--- config.mk ---
export PLATFORM = sky130hd
export DESIGN_NAME = magcmp_ripple
export DESIGN_NICKNAME = d
export VERILOG_FILES = /design/src/rtl/magcmp_pkg.sv /design/src/rtl/magcmp_slice.sv /design/src/rtl/magcmp_chain.sv /design/src/rtl/magcmp_decode.sv /design/src/rtl/magcmp_ripple.sv
export SDC_FILE = /design/constraint.sdc
export NUM_CORES = 1
export LEC_CHECK = 0
export ABC_AREA = 0
export ABC_CLOCK_PERIOD_IN_PS = 1350
export CAP_MARGIN = 20
export CORE_AREA = 10 10 47 49
export DETAILED_ROUTE_END_ITERATION = 16
export DIE_AREA = 0 0 57 59
export DONT_BUFFER_PORTS = 1
export PLACE_DENSITY = 0.39
export SETUP_SLACK_MARGIN = 0.02
export SLEW_MARGIN = 20
export SYNTH_ARGS = -nofsm -noshare
export SYNTH_HDL_FRONTEND = slang
export SYNTH_SLANG_ARGS = --single-unit
--- constraint.sdc ---
create_clock -name vclk -period 1.35
set_clock_uncertainty 0.15 [all_clocks]
set_input_delay 0.2025 -clock vclk [all_inputs]
set_output_delay 0.2025 -clock vclk [all_outputs]
set_load 0.02 [all_outputs]
--- src/rtl/magcmp_pkg.sv ---
package magcmp_pkg;
    typedef enum logic [1:0] {
        REL_LT  = 2'b00,
        REL_EQ  = 2'b01,
        REL_GT  = 2'b10,
        REL_BAD = 2'b11
    } rel_e;
endpackage

--- src/rtl/magcmp_slice.sv ---
module magcmp_slice
    import magcmp_pkg::*;
(
    input  logic a_bit,
    input  logic b_bit,
    input  rel_e rel_hi,
    output rel_e rel_lo
);
    // Only an undecided verdict may be refined by this bit pair.
    always_comb begin
        unique case (rel_hi)
            REL_EQ: begin
                if (a_bit && !b_bit)
                    rel_lo = REL_GT;
                else if (!a_bit && b_bit)
                    rel_lo = REL_LT;
                else
                    rel_lo = REL_EQ;
            end
            REL_LT:  rel_lo = REL_LT;
            REL_GT:  rel_lo = REL_GT;
            REL_BAD: rel_lo = REL_BAD;
        endcase
    end

    always_comb begin
        if (rel_hi != REL_BAD)
            a_r5_no_bad: assert (rel_lo != REL_BAD)
                else $error("slice produced invalid code");
        if (rel_hi == REL_EQ && a_bit == b_bit)
            a_r4_tie_keeps: assert (rel_lo == REL_EQ)
                else $error("slice broke a tie on equal bits");
    end
endmodule

--- src/rtl/magcmp_chain.sv ---
module magcmp_chain
    import magcmp_pkg::*;
#(
    parameter int WIDTH = 8
) (
    input  logic [WIDTH-1:0] a_i,
    input  logic [WIDTH-1:0] b_i,
    output rel_e             rel_o
);
    localparam int TAPS = WIDTH + 1;

    rel_e link [TAPS];

    // Seed at the most significant end.
    assign link[WIDTH] = REL_EQ;

    // One identical cell per bit.
    for (genvar gi = 0; gi < WIDTH; gi++) begin : g_cell
        magcmp_slice u_cell (
            .a_bit  (a_i[gi]),
            .b_bit  (b_i[gi]),
            .rel_hi (link[gi+1]),
            .rel_lo (link[gi])
        );
    end

    assign rel_o = link[0];
endmodule

--- src/rtl/magcmp_decode.sv ---
module magcmp_decode
    import magcmp_pkg::*;
(
    input  rel_e rel_i,
    output logic gt_o,
    output logic eq_o,
    output logic lt_o
);
    always_comb begin
        unique case (rel_i)
            REL_GT:  {gt_o, eq_o, lt_o} = 3'b100;
            REL_EQ:  {gt_o, eq_o, lt_o} = 3'b010;
            REL_LT:  {gt_o, eq_o, lt_o} = 3'b001;
            REL_BAD: {gt_o, eq_o, lt_o} = 3'b000;
        endcase
    end

    always_comb begin
        if (rel_i == REL_BAD)
            a_r7_bad_silent: assert (!gt_o && !eq_o && !lt_o)
                else $error("decoder raised a flag on invalid code");
    end
endmodule

--- src/rtl/magcmp_ripple.sv ---
module magcmp_ripple
    import magcmp_pkg::*;
#(
    parameter int WIDTH = 8
) (
    input  logic [WIDTH-1:0] a_i,
    input  logic [WIDTH-1:0] b_i,
    output logic             gt_o,
    output logic             eq_o,
    output logic             lt_o
);
    rel_e rel_final;

    magcmp_chain #(.WIDTH(WIDTH)) u_chain (
        .a_i   (a_i),
        .b_i   (b_i),
        .rel_o (rel_final)
    );

    magcmp_decode u_dec (
        .rel_i (rel_final),
        .gt_o  (gt_o),
        .eq_o  (eq_o),
        .lt_o  (lt_o)
    );

    always_comb begin
        a_r2_onehot: assert ($onehot({gt_o, eq_o, lt_o}))
            else $error("flags not one-hot");
        a_r3_eq_match: assert (eq_o == (a_i == b_i))
            else $error("equal flag disagrees with operands");
    end
endmodule

# Word-level counts from Yosys, hierarchy flattened
# Cells that the tools add are included.
# Widths: inputs -> output; s select.
[word_totals] input_bits=16 register_bits=0 out_inout_bits=3 wordCells=93
[op_classes] n_mux=26 n_eq_ne=24 reduce_logical=43
[op_table] cell="$pmux 2 s4" n=7
[op_table] cell="$eq 2x2->1 const B" n=16
[op_table] cell="$eq 2x1->1 const B" n=8
[op_table] cell="$logic_and 1x1->1" n=16
[op_table] cell="$logic_not 1->1" n=16
[op_table] cell="$logic_not 2->1" n=8
[op_table] cell="$mux 2" n=8
[op_table] cell="$reduce_or 3->1" n=3
[op_table] cell="$mux 1" n=8
[op_table] cell="$pmux 1 s2" n=3

# Logic depth before layout (Yosys ltp)
# Gate-level depths: netlist (run 1).
[logic_depth] depth_word=21 depth_mapped=6

# Cells and area by module
# A second synthesis (run 1) with hierarchy kept.
[hier_totals] hier_cells=37 hier_area_um2=276.5
[by_module_without_submodules] module="magcmp_slice" n_inst=8 cells_each=4 area_per_inst_um2=31.3 seq_area_each_um2=0.0
[by_module_without_submodules] module="magcmp_decode" n_inst=1 cells_each=3 area_per_inst_um2=18.8 seq_area_each_um2=0.0
[by_module_without_submodules] module="magcmp_chain" n_inst=1 cells_each=2 area_per_inst_um2=7.5 seq_area_each_um2=0.0

# Worst setup path after synthesis (run 1)
# No wires, ideal clock.
[synth_path] path_type="input -> output" from="input b_i[4]" to="output lt_o" path_slack_ps=-309 arrival_ps=1306 n_path_buf=0 path_stages=6 required_time_ps=998 cell_sequence="inv_1 > ha_1 > a21oi_1 > o21a_1 > o21a_1 > a21boi_1"
[synth_via] elab_chain_len=15 word_cells_on_any_way=32
[synth_rtl] item="start, declared" line="magcmp_ripple.sv:7" source="input logic [WIDTH-1:0] b_i,"
[synth_rtl] item="$logic_and 1x1->1 / $logic_not 1->1 (equally long branches)" line="magcmp_slice.sv:15, magcmp_slice.sv:13"
[synth_rtl] item="$mux 1 / $logic_and 1x1->1 (equally long branches)" line="magcmp_slice.sv:15, magcmp_slice.sv:13"
[synth_rtl] item="$mux 2 *" line="magcmp_slice.sv:13" source="if (a_bit && !b_bit)"
[synth_rtl] item="$pmux 2 s4 *" line="magcmp_slice.sv:11" source="unique case (rel_hi)"
[synth_rtl] item="$eq 2x2->1 (tied with other cells)" line="magcmp_slice.sv:11"
[synth_rtl] item="$pmux 2 s4 *" line="magcmp_slice.sv:11"
[synth_rtl] item="$eq 2x2->1 (tied with other cells)" line="magcmp_slice.sv:11"
[synth_rtl] item="$pmux 2 s4 *" line="magcmp_slice.sv:11"
[synth_rtl] item="$eq 2x2->1 (tied with other cells)" line="magcmp_slice.sv:11"
[synth_rtl] item="$pmux 2 s4 *" line="magcmp_slice.sv:11"
[synth_rtl] item="$eq 2x2->1 (tied with other cells)" line="magcmp_slice.sv:11"
[synth_rtl] item="$pmux 2 s4 *" line="magcmp_slice.sv:11"
[synth_rtl] item="$eq 2x2->1 / $eq 2x1->1 (equally long branches)" line="magcmp_decode.sv:10" source="unique case (rel_i)"
[synth_rtl] item="$reduce_or 3->1 (no source line)"
[synth_rtl] item="$pmux 1 s2 *" line="magcmp_decode.sv:10"
[synth_rtl] item="end, declared" line="magcmp_ripple.sv:10" source="output logic lt_o"
# Every way passes the cells marked *; elsewhere a longest branch is shown, timed or not.

# Worst setup path after layout (run 1)
[layout_path] from="input b_i[6]" to="output lt_o"
[layout_via] elab_chain_len=19 word_cells_on_any_way=42
[layout_rtl] item="$logic_and 1x1->1 / $logic_not 1->1 (equally long branches)" line="magcmp_slice.sv:15, magcmp_slice.sv:13"
[layout_rtl] item="$mux 1 / $logic_and 1x1->1 (equally long branches)" line="magcmp_slice.sv:15, magcmp_slice.sv:13"
[layout_rtl] item="$mux 2 *" line="magcmp_slice.sv:13"
[layout_rtl] item="$pmux 2 s4 *" line="magcmp_slice.sv:11"
[layout_rtl] item="$eq 2x2->1 (tied with other cells)" line="magcmp_slice.sv:11"
[layout_rtl] item="$pmux 2 s4 *" line="magcmp_slice.sv:11"
[layout_rtl] item="$eq 2x2->1 (tied with other cells)" line="magcmp_slice.sv:11"
[layout_rtl] item="$pmux 2 s4 *" line="magcmp_slice.sv:11"
[layout_rtl] item="[... 3 more ...]"
[layout_rtl] item="$pmux 2 s4 *" line="magcmp_slice.sv:11"
[layout_rtl] item="$eq 2x2->1 (tied with other cells)" line="magcmp_slice.sv:11"
[layout_rtl] item="$pmux 2 s4 *" line="magcmp_slice.sv:11"
[layout_rtl] item="$eq 2x2->1 (tied with other cells)" line="magcmp_slice.sv:11"
[layout_rtl] item="$pmux 2 s4 *" line="magcmp_slice.sv:11"
[layout_rtl] item="$eq 2x2->1 / $eq 2x1->1 (equally long branches)" line="magcmp_decode.sv:10"
[layout_rtl] item="$reduce_or 3->1 (no source line)"
[layout_rtl] item="$pmux 1 s2 *" line="magcmp_decode.sv:10"
# Marked as above.

==> results of run 1 <==
-- cell type report --
class | count | area, µm²
inverter | 8 | 37.5
tap | 16 | 20.0
timing repair buffer | 3 | 22.5
multi-input combinational | 30 | 407
fill | 156 | 915
-- power breakdown --
part           leakage, nW  internal (mW)  total [mW]  switching (mW)
Sequential               0              0           0               0
Combinational        0.178          0.109       0.211           0.102
Clock                    0              0           0               0
Total                0.178          0.109       0.211           0.102
-- layout by cell type, fill, tap and decap left out, types with 2 or more instances in the layout --
| master | instances |
|---|---|
| sky130_fd_sc_hd__inv_1 | 3 |
| sky130_fd_sc_hd__a21oi_4 | 2 |
| sky130_fd_sc_hd__ha_1 | 2 |
| sky130_fd_sc_hd__nor2b_1 | 2 |
| sky130_fd_sc_hd__ha_4 | 6 |
| sky130_fd_sc_hd__buf_4 | 3 |
| sky130_fd_sc_hd__o21a_1 | 2 |
| sky130_fd_sc_hd__inv_2 | 3 |
-- how the worst min path moves through the flow --
| stage | from | endpoint | slack, ns | depth (start not counted) |
|---|---|---|---|---|
| floorplan | a_i[3] | eq_o | 0.57 | 3 |
| global placement | a_i[0] | lt_o | 0.58 | 3 |
| detailed placement | a_i[3] | eq_o | 0.59 | 3 |
| CTS | a_i[3] | eq_o | 0.59 | 3 |
| global route | a_i[0] | lt_o | 0.61 | 3 |
| finish | a_i[0] | lt_o | 0.58 | 3 |
-- kinds of logic (layout without fill, tap and decap cells) --
kind of cell / after synthesis / after routing / synth area share [%]
AO/OA/AOI/OAI: 13 / 13 / 31.5
AND/OR/NAND/NOR: 9 / 9 / 21.0
adder cells (fa/ha/maj): 8 / 8 / 36.5
buffers and inverters: 8 / 11 / 11.0
-- repair_timing --
action	in CTS	in global routing
setup endpoints to repair	3	3
gates cloned	0	0
gates resized for setup	2	5
pin swaps	3	1
hold buffers	0	0
-- per-layer routing --
layer	part of all wire (%)	track usage, %	wire length, µm	vias up
met1	34	4.61	287	127
li1	-	-	-	142
met2	58	9.92	483	10
met5	0	0	0	-
met3	8.1	1.50	68	0
met4	0	0	0	0
==> metrics.log, run 1 <==
INFO  metric run_status = finished with violations
INFO  metric violations_in_the_final_reports = setup timing
INFO  metric netlist_top_cells_area = sky130_fd_sc_hd__ha_1 (37%), sky130_fd_sc_hd__inv_1 (11%), sky130_fd_sc_hd__a21oi_1 (7.3%), sky130_fd_sc_hd__o21a_1 (5.5%), sky130_fd_sc_hd__nor2b_1 (4.6%)
INFO  metric crit_path_max_cell_delay = 0.27 ns
INFO  metric grt_pass1_vias = 323
INFO  metric synth.yosys.warnings = 0
INFO  metric drtAntennaViolNets = 0
INFO  metric critical_path.endpoint_type = output port
INFO  metric io_buffer_count = 0
INFO  metric cp_num_buf_inv = 1
INFO  metric tcrit_tclk_final = 114%
INFO  metric fin_tns_setup = -0.482 ns
INFO  metric wl = 839 µm
INFO  metric area_delta_synth_final = 77.6%
INFO  metric total_power = 211 µW
INFO  metric via_per_inst = 4.89
INFO  metric critPathKind = primary input to output port
INFO  metric worstSetupPathDepth = 6
INFO  metric max_cap_viol_count = 0
INFO  metric antenna_found_initial = 0
INFO  metric antennaDiodeCount = 0
INFO  metric post-synth-top-area-cell = sky130_fd_sc_hd__ha_1
INFO  metric detail_route.first_pass.iterations = 1
INFO  metric number_of_flip_flops_and_latches = 0
INFO  metric fmax = 649 MHz
INFO  metric slew_viols_final = 0
INFO  metric cp.required = 1.00 ns
INFO  metric io_pins = 19
INFO  metric routedWlPerCell = 14.7 µm
INFO  metric peakVddDrop = 0.000117 V
INFO  metric synth_top_cells_by_count = sky130_fd_sc_hd__ha_1 (8), sky130_fd_sc_hd__inv_1 (8), sky130_fd_sc_hd__a21oi_1 (4)
INFO  metric final_net_count = 67
INFO  metric std_cell_rows = 14
INFO  metric pwr_per_cell_area = 434 nW/µm²
INFO  metric p_leak = 0.178 nW
INFO  metric synth_fp_nets = 62
INFO  metric routabilityCongestion = 0.656
INFO  metric floorplan.core_area = 1400 µm²
INFO  metric die-height = 59 µm
INFO  metric stdcell_count = 57
INFO  metric worst_path_dominant_cell_family = compound AO/OA/AOI/OAI gates
INFO  metric hold_viol = 0
INFO  metric design_area = 487 µm²
INFO  metric setup_viol = 3
INFO  metric placedCellCount = 57
INFO  metric syn-cell-area = 274 µm²
INFO  metric period_needed = 1.54 ns
INFO  metric seq_area_frac_synth = 0%
INFO  metric die_w = 57 µm
INFO  metric final.hold.worst_slack = 0.582 ns
INFO  metric cp-start-kind = primary input
INFO  metric postLayoutCoreUtil = 34.7%
INFO  metric layout.area.seq = 0 µm²
INFO  metric place.detailed.hpwl = 798 µm
INFO  metric clock_buffer_count = 0
INFO  metric initialDrtViolationCount = 0
INFO  metric netlist_instances = 38
INFO  metric pre_cts_ws = -0.204 ns
INFO  metric min_path_type = primary input to output port
INFO  metric crit_path_top_delay_cell = sky130_fd_sc_hd__a21boi_4
INFO  metric tightest_pin_transition = 0.283 ns
INFO  metric cp-startpoint = b_i[6]
INFO  metric cp.arrival = 1.19 ns
INFO  metric pin_count_of_the_biggest_net_entering_global_routing = 4
INFO  metric series_of_cell_instances_along_the_critical_path = inv_4 -> ha_4 -> a21oi_2 -> a21o_2 -> o21a_1 -> a21boi_4
INFO  metric slew_headroom = 80.9%
INFO  metric floorplan.die_area = 3360 µm²
INFO  metric post_route_cells_drive_above_1_share = 65.9%
INFO  metric cts.repair_timing.setup_buffer_count = 0
INFO  metric overflow = 0
INFO  metric crit_path_max_fanout = 3
INFO  metric synth.top_cell.area_share = 36.5%
INFO  metric total_routing_resource_utilization_after_global_routing = 4.75%
INFO  metric placed_area = 449 µm²
INFO  metric avgSynthCellArea = 7.21 µm²
INFO  metric worst_slack = -0.190 ns
INFO  metric number_of_remaining_drc_errors = 0
INFO  metric grt_first_pass_wirelength = 1430 µm
INFO  metric rsz0062_at_grt = true
INFO  metric critical_path.endpoint = lt_o
INFO  metric initial_core_utilization = 19.6%
INFO  metric num_vias = 279
INFO  metric synth_cell_type_count = 18
Note: power is estimated with default switching activity, not from simulation.
==> run 2, diff against run 1 <==
==> constraint.sdc (replaced) <==
create_clock -name vclk -period 1.35
set_clock_uncertainty 0.15 [all_clocks]
set_input_delay 0.135 -clock vclk [all_inputs]
set_output_delay 0.135 -clock vclk [all_outputs]
set_load 0.02 [all_outputs]
==> run 2 against run 1 <==
Compared with the run above: critical path depth stayed put; global-route usage is 0.39 points higher; non-clock buffer count is 1 lower; hold slack worse by 0.11 ns; die area stayed put; clock-buffer cell count stayed put; the flow still finishes with violations (setup timing); sequential share of layout area stayed put; worst setup slack better by 0.15 ns; utilization is 0.45 points higher; final area is 1.3% higher; sequential cell count stayed put.
==> metrics.log, run 2 (synthesis gave the netlist of run 1 again) <==
INFO  metric max_cap_viol_count = 0 (unchanged)
INFO  metric layout.area.seq = 0 µm² (unchanged)
INFO  metric grt_pass1_vias = 328 (was 323)
INFO  metric cp-start-kind = primary input (unchanged)
INFO  metric peakVddDrop = 0.000160 V (was 0.000117 V)
INFO  metric mostFrequentLayoutCells = sky130_fd_sc_hd__ha_4 (6), sky130_fd_sc_hd__inv_2 (3), sky130_fd_sc_hd__a21oi_2 (3) (was sky130_fd_sc_hd__ha_4 (6), sky130_fd_sc_hd__inv_1 (3), sky130_fd_sc_hd__inv_2 (3), sky130_fd_sc_hd__buf_4 (3))
INFO  metric postLayoutCoreUtil = 35.2% (was 34.7%)
INFO  metric floorplan.die_area = 3360 µm² (unchanged)
INFO  metric internal_power = 113 µW (was 109 µW)
INFO  metric cp.required = 1.07 ns (was 1.00 ns)
INFO  metric startpoint_of_the_most_critical_hold_path = a_i[0] (unchanged)
INFO  metric antenna_found_initial = 0 (unchanged)
INFO  metric groute.layer.met3.usage = 0.644% (was 1.50%)
INFO  metric run_status = finished with violations (unchanged)
INFO  metric globalRoute.busiestLayer = met2 (unchanged)
INFO  metric worstHoldPathCells = 3 (unchanged)
INFO  metric die-height = 59 µm (unchanged)
INFO  metric fin_tns_setup = -0.0725 ns (was -0.482 ns)
INFO  metric via_per_inst = 4.86 (was 4.89)
INFO  metric pre_cts_ws = -0.0881 ns (was -0.204 ns)
INFO  metric crit_path_max_fanout = 2 (was 3)
INFO  metric die_w = 57 µm (unchanged)
INFO  metric routabilityCongestion = 0.750 (was 0.656)
INFO  metric switching_fraction_of_total_power = 48.5% (was 48.4%)
INFO  metric fill_cells = 156 (unchanged)
INFO  metric critical_path.endpoint = lt_o (unchanged)
INFO  metric cp.arrival = 1.10 ns (was 1.19 ns)
INFO  metric fmax = 721 MHz (was 649 MHz)
INFO  metric pin_count_of_the_biggest_net_entering_global_routing = 4 (unchanged)
INFO  metric globalRouteMet2Util = 10.4% (was 9.92%)
INFO  metric mostFrequentLayoutCell = sky130_fd_sc_hd__ha_4 (unchanged)
INFO  metric critical_path.endpoint_type = output port (unchanged)
INFO  metric drtAntennaViolNets = 0 (unchanged)
INFO  metric num_vias = 272 (was 279)
INFO  metric critPathKind = primary input to output port (unchanged)
INFO  metric hold_viol = 0 (unchanged)
INFO  metric number_of_remaining_drc_errors = 0 (unchanged)
INFO  metric number_of_flip_flops_and_latches = 0 (unchanged)
INFO  metric initialDrtViolationCount = 3 (was 0)
INFO  metric worst_slack = -0.0379 ns (was -0.190 ns)
INFO  metric io_buffer_count = 0 (unchanged)
INFO  metric pwr_per_cell_area = 445 nW/µm² (was 434 nW/µm²)
INFO  metric share_comb_of_total_power = 100.0% (about the same)
INFO  metric floorplan.core_area = 1400 µm² (unchanged)
INFO  metric clock_buffer_count = 0 (unchanged)
INFO  metric grt_first_pass_wirelength = 1520 µm (was 1430 µm)
INFO  metric std_cell_rows = 14 (unchanged)
INFO  metric setup_viol = 3 (unchanged)
INFO  metric power.sequential.fraction = 0% (about the same)
INFO  metric tcrit_tclk_final = 103% (was 114%)
INFO  metric initial_core_utilization = 19.6% (unchanged)
INFO  metric io_pins = 19 (unchanged)
INFO  metric overflow = 0 (unchanged)
INFO  metric switching_power = 106 µW (was 102 µW)
INFO  metric cts_hold_buf = 0 (unchanged)
INFO  metric wl = 874 µm (was 839 µm)
INFO  metric tightest_pin_transition = 0.307 ns (was 0.283 ns)
INFO  metric slew_headroom = 79.3% (was 80.9%)
INFO  metric min_path_type = primary input to output port (unchanged)
INFO  metric violations_in_the_final_reports = setup timing (unchanged)
INFO  metric area_delta_synth_final = 79.9% (was 77.6%)
INFO  metric rsz0062_at_grt = true (unchanged)
INFO  metric total_routing_resource_utilization_after_global_routing = 5.13% (was 4.75%)
INFO  metric p_leak = 0.178 nW (about the same)
INFO  metric period_needed = 1.39 ns (was 1.54 ns)
INFO  metric clkPwrFrac = 0% (about the same)
INFO  metric post_route_cells_drive_above_1_share = 72.5% (was 65.9%)
INFO  metric routedWlPerCell = 15.6 µm (was 14.7 µm)
INFO  metric cp-startpoint = b_i[3] (was b_i[6])
INFO  metric place.detailed.hpwl = 829 µm (was 798 µm)
INFO  metric antennaDiodeCount = 0 (unchanged)
INFO  metric final_net_count = 66 (was 67)
INFO  metric use_met1 = 5.79% (was 4.61%)
INFO  metric detail_route.first_pass.iterations = 2 (was 1)
INFO  metric slew_viols_final = 0 (unchanged)
## run 2: cell count changes in the layout (fill, tap and decap cells not counted), sizes merged
cell | previous run | this run
buf | 3 | 2
## run 2: timing repair
| action | CTS | global route |
|---|---|---|
| pin swaps | 3 | 1 |
| buffers inserted | 0 | 0 |
| endpoints found under the setup margin | 3 | 3 |
| resized for setup | 6 | 6 |
## run 2: through the flow
stage	power [mW]	hold WS, ns	instances	instance area [µm²]
2_1_floorplan	0.148	0.435	38	400
3_3_place_gp	0.174	0.451	56	435
3_5_place_dp	0.183	0.457	56	435
5_1_grt	0.239	0.488	56	493
4_1_cts	0.205	0.475	56	467
6_report	0.219	0.469	56	493
## run 2: critical path: stages
cell	delay, ns
sky130_fd_sc_hd__inv_6	0.01
sky130_fd_sc_hd__ha_4	0.25
sky130_fd_sc_hd__o21ai_4	0.15
sky130_fd_sc_hd__o21a_1	0.12
sky130_fd_sc_hd__o21a_1	0.17
sky130_fd_sc_hd__a21boi_4	0.27
## run 2: layer usage
layer / wire (µm) / vias up
met1: 377 / 121
met3: 38 / 0
met2: 458 / 11
met5: 0 / -
li1: - / 140
met4: 0 / 0
## run 2: power by group through the flow
| stage | registers (mW) | clock network (mW) | logic [mW] |
|---|---|---|---|
| 2_1_floorplan | 0 | 0 | 0.148 |
| 3_3_place_gp | 0 | 0 | 0.174 |
| 3_5_place_dp | 0 | 0 | 0.183 |
| 4_1_cts | 0 | 0 | 0.205 |
| 5_1_grt | 0 | 0 | 0.239 |
| 6_report | 0 | 0 | 0.219 |
## run 2: cell type report
type,instances,area [µm²],share of cell area (%)
Inverter,8,40.0,8.12
Tap cell,16,20.0,4.06
Timing Repair Buffer,2,15.0,3.05
Multi-Input combinational cell,30,418,84.8
## run 2: how the worst min path moves through the flow
| stage | to | slack [ns] |
|---|---|---|
| floorplan | eq_o | 0.44 |
| global placement | eq_o | 0.45 |
| detailed placement | eq_o | 0.46 |
| CTS | lt_o | 0.47 |
| global route | eq_o | 0.49 |
| finish | lt_o | 0.47 |
